<file path="src/rtl/mbx_irq_pkg.sv">
package mbx_irq_pkg;

    // Per-direction flag machine
    typedef enum logic {
        FLAG_IDLE    = 1'b0,
        FLAG_PENDING = 1'b1
    } flag_state_e;

    // Number of ports sharing the memory
    localparam int unsigned NUM_PORTS = 2;

    // Index of the opposite port
    function automatic int unsigned peer_of(input int unsigned p);
        return (p == 0) ? 1 : 0;
    endfunction

endpackage

</file>
<file path="src/rtl/mbx_port_decode.sv">
module mbx_port_decode #(
    parameter int unsigned ADDR_W    = 13,
    parameter logic [ADDR_W-1:0] SEND_ADDR = '1,
    parameter logic [ADDR_W-1:0] RECV_ADDR = '0
) (
    input  logic              en_n,
    input  logic              rw_n,
    input  logic              oe_n,
    input  logic [ADDR_W-1:0] addr,
    input  logic              busy_n,
    output logic              post,
    output logic              ack
);

    logic selected;
    logic wr_cycle;
    logic rd_cycle;

    always_comb begin
        selected = ~en_n & busy_n;
        wr_cycle = selected & ~rw_n;
        rd_cycle = selected & ~oe_n;
        post     = wr_cycle & (addr == SEND_ADDR);
        ack      = rd_cycle & (addr == RECV_ADDR);
    end

endmodule

</file>
<file path="src/rtl/mbx_flag_fsm.sv">
module mbx_flag_fsm
    import mbx_irq_pkg::*;
(
    input  logic clk,
    input  logic rst_n,
    input  logic post,
    input  logic ack,
    output logic irq_n
);

    flag_state_e state_q;
    flag_state_e state_d;

    // State register
    always_ff @(posedge clk or negedge rst_n) begin
        if (!rst_n) begin
            state_q <= FLAG_IDLE;
        end else begin
            state_q <= state_d;
        end
    end

    // Transitions: POST, ACK, REPOST (post beats ack)
    always_comb begin
        state_d = state_q;
        unique case (state_q)
            FLAG_IDLE: begin
                if (post) begin
                    state_d = FLAG_PENDING;
                end
            end
            FLAG_PENDING: begin
                if (ack && !post) begin
                    state_d = FLAG_IDLE;
                end
            end
            default: state_d = FLAG_IDLE;
        endcase
    end

    // Outputs
    always_comb begin
        irq_n = (state_q != FLAG_PENDING);
    end

endmodule

</file>
<file path="src/rtl/mbx_irq.sv">
module mbx_irq
    import mbx_irq_pkg::*;
#(
    parameter int unsigned ADDR_W = 13
) (
    input  logic              clk,
    input  logic              rst_n,
    input  logic              l_en_n,
    input  logic              l_rw_n,
    input  logic              l_oe_n,
    input  logic [ADDR_W-1:0] l_addr,
    input  logic              l_busy_n,
    input  logic              r_en_n,
    input  logic              r_rw_n,
    input  logic              r_oe_n,
    input  logic [ADDR_W-1:0] r_addr,
    input  logic              r_busy_n,
    output logic              l_irq_n,
    output logic              r_irq_n
);

    // Mailbox 0 (all ones): left -> right; mailbox 1 (all ones - 1): right -> left
    localparam logic [ADDR_W-1:0] MBX_HI = {ADDR_W{1'b1}};
    localparam logic [ADDR_W-1:0] MBX_LO = {{(ADDR_W-1){1'b1}}, 1'b0};

    logic [NUM_PORTS-1:0]             en_n_v, rw_n_v, oe_n_v, busy_n_v;
    logic [NUM_PORTS-1:0][ADDR_W-1:0] addr_v;
    logic [NUM_PORTS-1:0]             post_v, ack_v, irq_n_v;

    always_comb begin
        en_n_v   = {r_en_n,   l_en_n};
        rw_n_v   = {r_rw_n,   l_rw_n};
        oe_n_v   = {r_oe_n,   l_oe_n};
        busy_n_v = {r_busy_n, l_busy_n};
        addr_v   = {r_addr,   l_addr};
    end

    for (genvar p = 0; p < NUM_PORTS; p++) begin : g_port
        localparam logic [ADDR_W-1:0] SEND = (p == 0) ? MBX_HI : MBX_LO;
        localparam logic [ADDR_W-1:0] RECV = (p == 0) ? MBX_LO : MBX_HI;

        mbx_port_decode #(
            .ADDR_W   (ADDR_W),
            .SEND_ADDR(SEND),
            .RECV_ADDR(RECV)
        ) u_dec (
            .en_n  (en_n_v[p]),
            .rw_n  (rw_n_v[p]),
            .oe_n  (oe_n_v[p]),
            .addr  (addr_v[p]),
            .busy_n(busy_n_v[p]),
            .post  (post_v[p]),
            .ack   (ack_v[p])
        );

        // Flag p is raised by the peer and acknowledged by port p
        mbx_flag_fsm u_flag (
            .clk  (clk),
            .rst_n(rst_n),
            .post (post_v[peer_of(p)]),
            .ack  (ack_v[p]),
            .irq_n(irq_n_v[p])
        );
    end

    always_comb begin
        l_irq_n = irq_n_v[0];
        r_irq_n = irq_n_v[1];
    end

endmodule

</file>
<file path="config.mk">
export PLATFORM = sky130hd
export DESIGN_NAME = mbx_irq
export DESIGN_NICKNAME = d
export VERILOG_FILES = /design/src/rtl/mbx_irq_pkg.sv /design/src/rtl/mbx_port_decode.sv /design/src/rtl/mbx_flag_fsm.sv /design/src/rtl/mbx_irq.sv
export SDC_FILE = /design/constraint.sdc
export NUM_CORES = 1
export LEC_CHECK = 0
export ABC_AREA = 1
export BUFFER_PORTS_ARGS = -buffer_cell sky130_fd_sc_hd__buf_2
export CAP_MARGIN = 25
export CORE_AREA = 2 2 39 41
export DETAILED_ROUTE_END_ITERATION = 16
export DIE_AREA = 0 0 41 43
export SYNTH_ARGS = -nofsm -noshare
export SYNTH_HDL_FRONTEND = slang
export SYNTH_SLANG_ARGS = --single-unit
</file>
<file path="constraint.sdc">
create_clock -name clk -period 0.8 [get_ports clk]
set_input_delay 0.12 -clock clk [delete_from_list [all_inputs] [get_ports clk]]
set_output_delay 0.12 -clock clk [all_outputs]
set_load 0.02 [all_outputs]
</file>
==> results of run 1 <==
## worst max-delay path by stage
stage	start	endpoint	slack, ps	cells past startpoint
after floorplan	l_addr[6]	g_port[0].u_flag.state_q	160	6
after global placement	r_en_n	g_port[1].u_flag.state_q	20	7
after detailed placement	r_en_n	g_port[1].u_flag.state_q	4	7
after CTS	g_port[1].u_flag.state_q	r_irq_n	-90	2
after global routing	g_port[0].u_flag.state_q	l_irq_n	-120	2
final	g_port[1].u_flag.state_q	r_irq_n	-80	2
## stage by stage
step	setup TNS (ps)	hold slack, ps	power (W)	instances	area [um^2]
global placement	0	-92.1	0.000217	98	432
finish	-174	161	0.000445	106	520
CTS	-181	160	0.000466	104	492
detailed placement	0	-93.9	0.000219	98	432
floorplan	0	-176	0.000133	45	226
global route	-307	189	0.000497	106	520
## layout make-up
type                            instances  share of cell area (%)
Multi-Input combinational cell         35                    29.3
Timing Repair Buffer                   42                    47.1
Inverter                                8                    5.77
Clock buffer                            3                    4.33
Sequential cell                         2                    9.62
Tap cell                               16                    3.85
## cells in the mapped netlist, drive strengths merged
master	instances	share of area (%)
dfrtp	2	22
inv	8	13
nand2	19	31
nand3	2	4.4
nand4	2	5.5
nor2	9	16
nor2b	1	2.8
nor3	1	2.2
o21ai	1	2.2
## report_power, final
part           total [W]  internal [W]  switching [W]
sequential      0.000102      0.000102   0.0000000604
clock           0.000223      0.000166      0.0000574
combinational   0.000120     0.0000767      0.0000431
total           0.000445      0.000344       0.000101
## cell usage in the layout, fill, tap and decap left out
master         instances
buf_2                 35
buf_4                  2
buf_6                  4
clkbuf_4               3
dfrtp_1                2
dlygate4sd3_1          1
inv_1                  8
nand2_1               18
nand2_2                1
nand3_1                2
nand4_1                2
nor2_1                 8
nor2_2                 1
nor2b_1                1
nor3_1                 1
o21ai_2                1
## timing repair
item	in CTS	in global routing
endpoints found under the hold margin	2	0
hold buffers	1	0
gates resized for setup	4	4
pin swaps	0	1
setup buffers	2	2
setup endpoints to repair	2	2
## critical path: stages, from the launching register on
cell and delay, ps:
dfrtp_1 370, inv_1 70, buf_6 110
## kinds of logic (layout without fill, tap and decap cells)
family,count (synthesis),in the layout
simple gates,34,34
buf+inv,8,53
flops,2,2
compound gates,1,1
## layer usage
metal	part of all wire [%]	global-route usage, %	wire [um]	vias to the layer above
met1	38	8.65	282	161
met5	0	0	0	-
met2	52	16.9	390	23
met4	0	8.00	0	0
met3	11	1.57	79	0
li1	-	-	-	226
==> impl_results.md, run 1 <==
* Pin count of the biggest net entering global routing at 3
* Number of flip-flops in the largest register at 2
* Final WL at 752 um
* CP endpoint kind: output pin
* WP data arrival at 760 ps
* Period utilization at 111%
* Slew HR at roughly nine tenths
* Worst-path clk slew at 30 ps
* Antenna Violating Nets Remaining at 0
* Wirelength per Cell at 7.09 um
* Vias per cell at 3.87
* Synth Register Bits at 2
* Initial antenna violation count at 0
* Initial DRC count at 0
* Worst hold path endpoint: g_port[1].u_flag.state_q
* Clk buf depth at 2
* Minimum clock period at 885 ps
* Mux cell area share after synthesis at 0%
* Synth Warn # at 0
* Starting Density at 16.4%
* Worst Path Class, Setup: register to output pin
* Htree depth at 1
* R2R Path Start: g_port[1].u_flag.state_q
* CTS tree: yes
* DRC at 0
* GR Overflow Total at 0
* Area Growth Syn to Fin at 130%
* Hold Crit Class: primary input to register
* Final core utilization at between 30% and 40%
* Core Region at around 0.0014 mm^2
* Post-Syn Instances at 45
* Hpwl dp at 629 um
* Pre-CTS setup slack at 4.21 ps
* Unrepaired setup endpoints after global routing: yes
* Clock Skew at 0 ps
* Synth Cell Area at 226 um^2
* Max Slew Vio Count at 0
* Reg area at 50.0 um^2
* Violated checks: setup timing
* Main combinational cell family by area after synthesis: simple AND/OR/NAND/NOR gates
* DIE AREA at ~0.0018 mm^2
* Share of cells above drive strength 1 at 52.2%
* Max Cap Violations at 0
* CP required at 680 ps
* Least-Margin Pin Slew at 175 ps
* Io pins at 38
* Final setup margin at -84.5 ps
* Endpoints failing hold at 0
* CP Launch Type: register
* Site Rows at 14
* Synth unique cells at 10
* Vias in the first global route at ~360
* Fin nets at roughly 130
* Worst-Skew Late Latency at 220 ps
* Status: complete, but fails checks
* Most flops, register: g_port.u_flag.state_q
* Worst hold start: l_rw_n
* Die height at between 40 and 50 um
* First-pass GRT wire length at 1150 um
* CTS buffer count at 3
* XOR/XNOR Fraction of Synth Area at 0%
* Crit Path Max Fanout at 2
* Seq/Total Area, Yosys at 22.1%
* Top Registers: g_port.u_flag.state_q (2)
* Static Leakage at ~0.31 nW
* Area taken by multi-input logic gates at between 150 and 200 um^2
* FILL cells at 156
* Pwr/cell area at roughly 850 mW/mm^2
* Vias at 410
* Peak supply drop at 0.299 mV
* Adder-cell share of the synthesized area at 0%
* R2r setup slk at -10 ps
* F_max at 1130 MHz
* R2R Path End: g_port[1].u_flag.state_q
* Ant diodes at 0
* Routability cong. at 0.631
* GRT Total Usage at 9.63%
* IO buf count at 37
* DRT Pass-1 Iters at 1
* Hold depth at 4
* Die Wd at 41 um
* Synthesized area per cell at 5.03 um^2
* Syn_nets at 81
* Simple-gate share of the synthesized area at 62.4%
* CTS sink count at 2
* Synth Area in Compound Gates at 2.21%
* CTS root buf: clkbuf_4
* Worst R2R Path Depth at 4
* Setup-failing EPs final at 3
No activity file was read; power rests on OpenSTA's default activity.
==> run 2, diff against run 1 <==
CORE_AREA = 3 3 40 42   (was 2 2 39 41)
DIE_AREA = 0 0 43 45   (was 0 0 41 43)
==> run 2 against run 1 <==
- the flow still finishes with violations (setup timing)
- combinational power barely moved
- core utilization rose by 1.1 points
- global-route usage fell by 0.97 points
- routed wire length rose by 0.66%
- hold slack improved by 2.3 ps
- non-clock buffer count fell by 1
- worst setup slack improved by 5.6 ps
==> impl_results.md, run 2 (synthesis results as in run 1) <==
* Final setup margin at -78.9 ps
* Site Rows at 13
* CTS buffer count at 3
* Endpoints failing hold at 0
* DRC at 0
* WP data arrival at 760 ps
* Metal-1 WL at between 200 and 300 um
* Routability cong. at 0.586
* Io pins at 38
* Met2 Routed Length at approximately 380 um
* Least-Margin Pin Slew at 144 ps
* Max Slew Vio Count at 0
* Internal power at between 0.0003 and 0.0004 W
* Most frequent cells in the layout: buf_2, nand2_1, nor2_1
* Register share of total power at between 20% and 30%
* Static Leakage at 0.307 nW
* Wirelength per Cell at 7.28 um
* Core Region at 0.00128 mm^2
* CP endpoint kind: output pin
* R2R Path Start: g_port[0].u_flag.state_q
* Slew HR at 90.3%
* Pin count of the biggest net entering global routing at 3
* Switch Pwr at around 0.0001 W
* CP max-delay cell: dfrtp_1
* Max Cap Violations at 0
* Pwr/cell area at 890 mW/mm^2
* Worst R2R Path Depth at 4
* Hpwl dp at just under 700 um
* Hold Crit Class: primary input to register
* Worst path max stage delay at around 360 ps
* Vias per cell at approximately 3.8
* First-pass GRT wire length at 1180 um
* Crit Path Max Fanout at 2
* Fin nets at around 130
* Total chip power at 0.000443 W
* Area Growth Syn to Fin at 120%
* Ant diodes at 0
* Top Registers: g_port.u_flag.state_q (2)
* Final core utilization at between 30% and 40%
* Most flops, register: g_port.u_flag.state_q
* Antenna Violating Nets Remaining at 0
* Clock Skew at 0 ps
* Share of cells above drive strength 1 at 50.6%
* DR WL met3 at 90 um
* Initial DRC count at 1
* Dpl cells at 97
* Violated checks: setup timing
* Status: complete, but fails checks
* Setup-failing EPs final at 3
* GR Overflow Total at 0
* Comb power frac at 26.6%
* R2r setup slk at -40 ps
* CTS sink count at 2
* Starting Density at 17.6%
* CTS tree: yes
* Minimum clock period at 879 ps
* Clock power share at 50.4%
* CP required at just under 700 ps
* Vias in the first global route at 332
* Top routing layer used: met4
* Clk buf depth at 2
* Worst path cell trace: inv_1 > buf_6
* Number of flip-flops in the largest register at 2
* DIE AREA at 0.00194 mm^2
* Worst Path Class, Setup: register to output pin
* Layout Cells excl Fill at around 100
* Initial antenna violation count at 0
* Die height at 45 um
* CP startpoint: g_port[1].u_flag.state_q
* Worst-Skew Late Latency at 220 ps
* DRT Pass-1 Iters at 2
* Sw Share at 22.4%
* CP Launch Type: register
* Vias at 397
* Commonest non-fill, non-tap cell in the layout: buf_2
* GRT Total Usage at between 8 and 9%
* Htree depth at 1
* Peak supply drop at roughly 0.41 mV
* Die Wd at between 40 and 50 um
* R2R Path End: g_port[0].u_flag.state_q
* Critical Path End: r_irq_n
* Final WL at 757 um
* IO buf count at 37
* Worst-path clk slew at approximately 30 ps
* Period utilization at 110%
* F_max at 1140 MHz
* CTS root buf: clkbuf_4
* Unrepaired setup endpoints after global routing: yes
==> run 2: cell types whose count changed in the layout (fill, tap and decap cells not counted), sizes merged <==
cell / before / now
buf: 41 / 40
==> run 2: how the worst min path moves through the flow <==
stage	startpoint	endpoint	slack, ps	depth (start not counted)
2_1_floorplan	rst_n	g_port[0].u_flag.state_q	-180	0
3_3_place_gp	rst_n	g_port[1].u_flag.state_q	-90	1
3_5_place_dp	rst_n	g_port[1].u_flag.state_q	-90	1
4_1_cts	l_rw_n	g_port[1].u_flag.state_q	160	4
5_1_grt	l_rw_n	g_port[1].u_flag.state_q	200	4
6_report	l_rw_n	g_port[1].u_flag.state_q	160	4
==> run 2: layout make-up <==
cell class / count / area (um^2)
Clock buffer: 3 / 22.5
Multi-Input combinational cell: 35 / 146
Inverter: 8 / 30.0
Timing Repair Buffer: 41 / 230
Tap cell: 15 / 18.8
Sequential cell: 2 / 50.0
Fill cell: 160 / 787
==> run 2: power groups by stage <==
stage          clock network (W)  logic (W)  registers [W]
2_1_floorplan                  0  0.0000296       0.000103
6_report                0.000223   0.000118       0.000102
5_1_grt                 0.000241   0.000135       0.000102
4_1_cts                 0.000240   0.000120       0.000102
3_5_place_dp                   0   0.000115       0.000103
3_3_place_gp                   0   0.000113       0.000103
==> run 2: per-layer routing <==
| layer | GRT usage, % | vias to the layer above |
|---|---|---|
| met4 | 5.42 | 0 |
| met3 | 4.78 | 2 |
| met1 | 8.43 | 151 |
| li1 | - | 226 |
| met2 | 14.4 | 18 |
| met5 | 0 | - |
==> run 2: what timing repair did <==
action	4_1_cts	5_1_grt
resized for setup	4	1
hold buffers	1	0
setup endpoints to repair	2	2
buffers inserted	2	1
endpoints found under the hold margin	2	0
gates cloned	0	0
==> run 2: stage by stage <==
step / TNS (ps) / instance area (um^2) / hold slack (ps) / setup WS (ps)
floorplan: 0 / 226 / -176 / 160
global placement: 0 / 430 / -94.8 / 21.5
detailed placement: 0 / 430 / -93.4 / 15.2
CTS: -188 / 490 / 162 / -94.6
global route: -308 / 498 / 197 / -114
finish: -191 / 498 / 163 / -78.9
==> run 2: critical path, delay by kind of cell, from the launching register on <==
kind | cells | cell delay (ps)
buffers and inverters | 2 | 170
flip-flops | 1 | 360
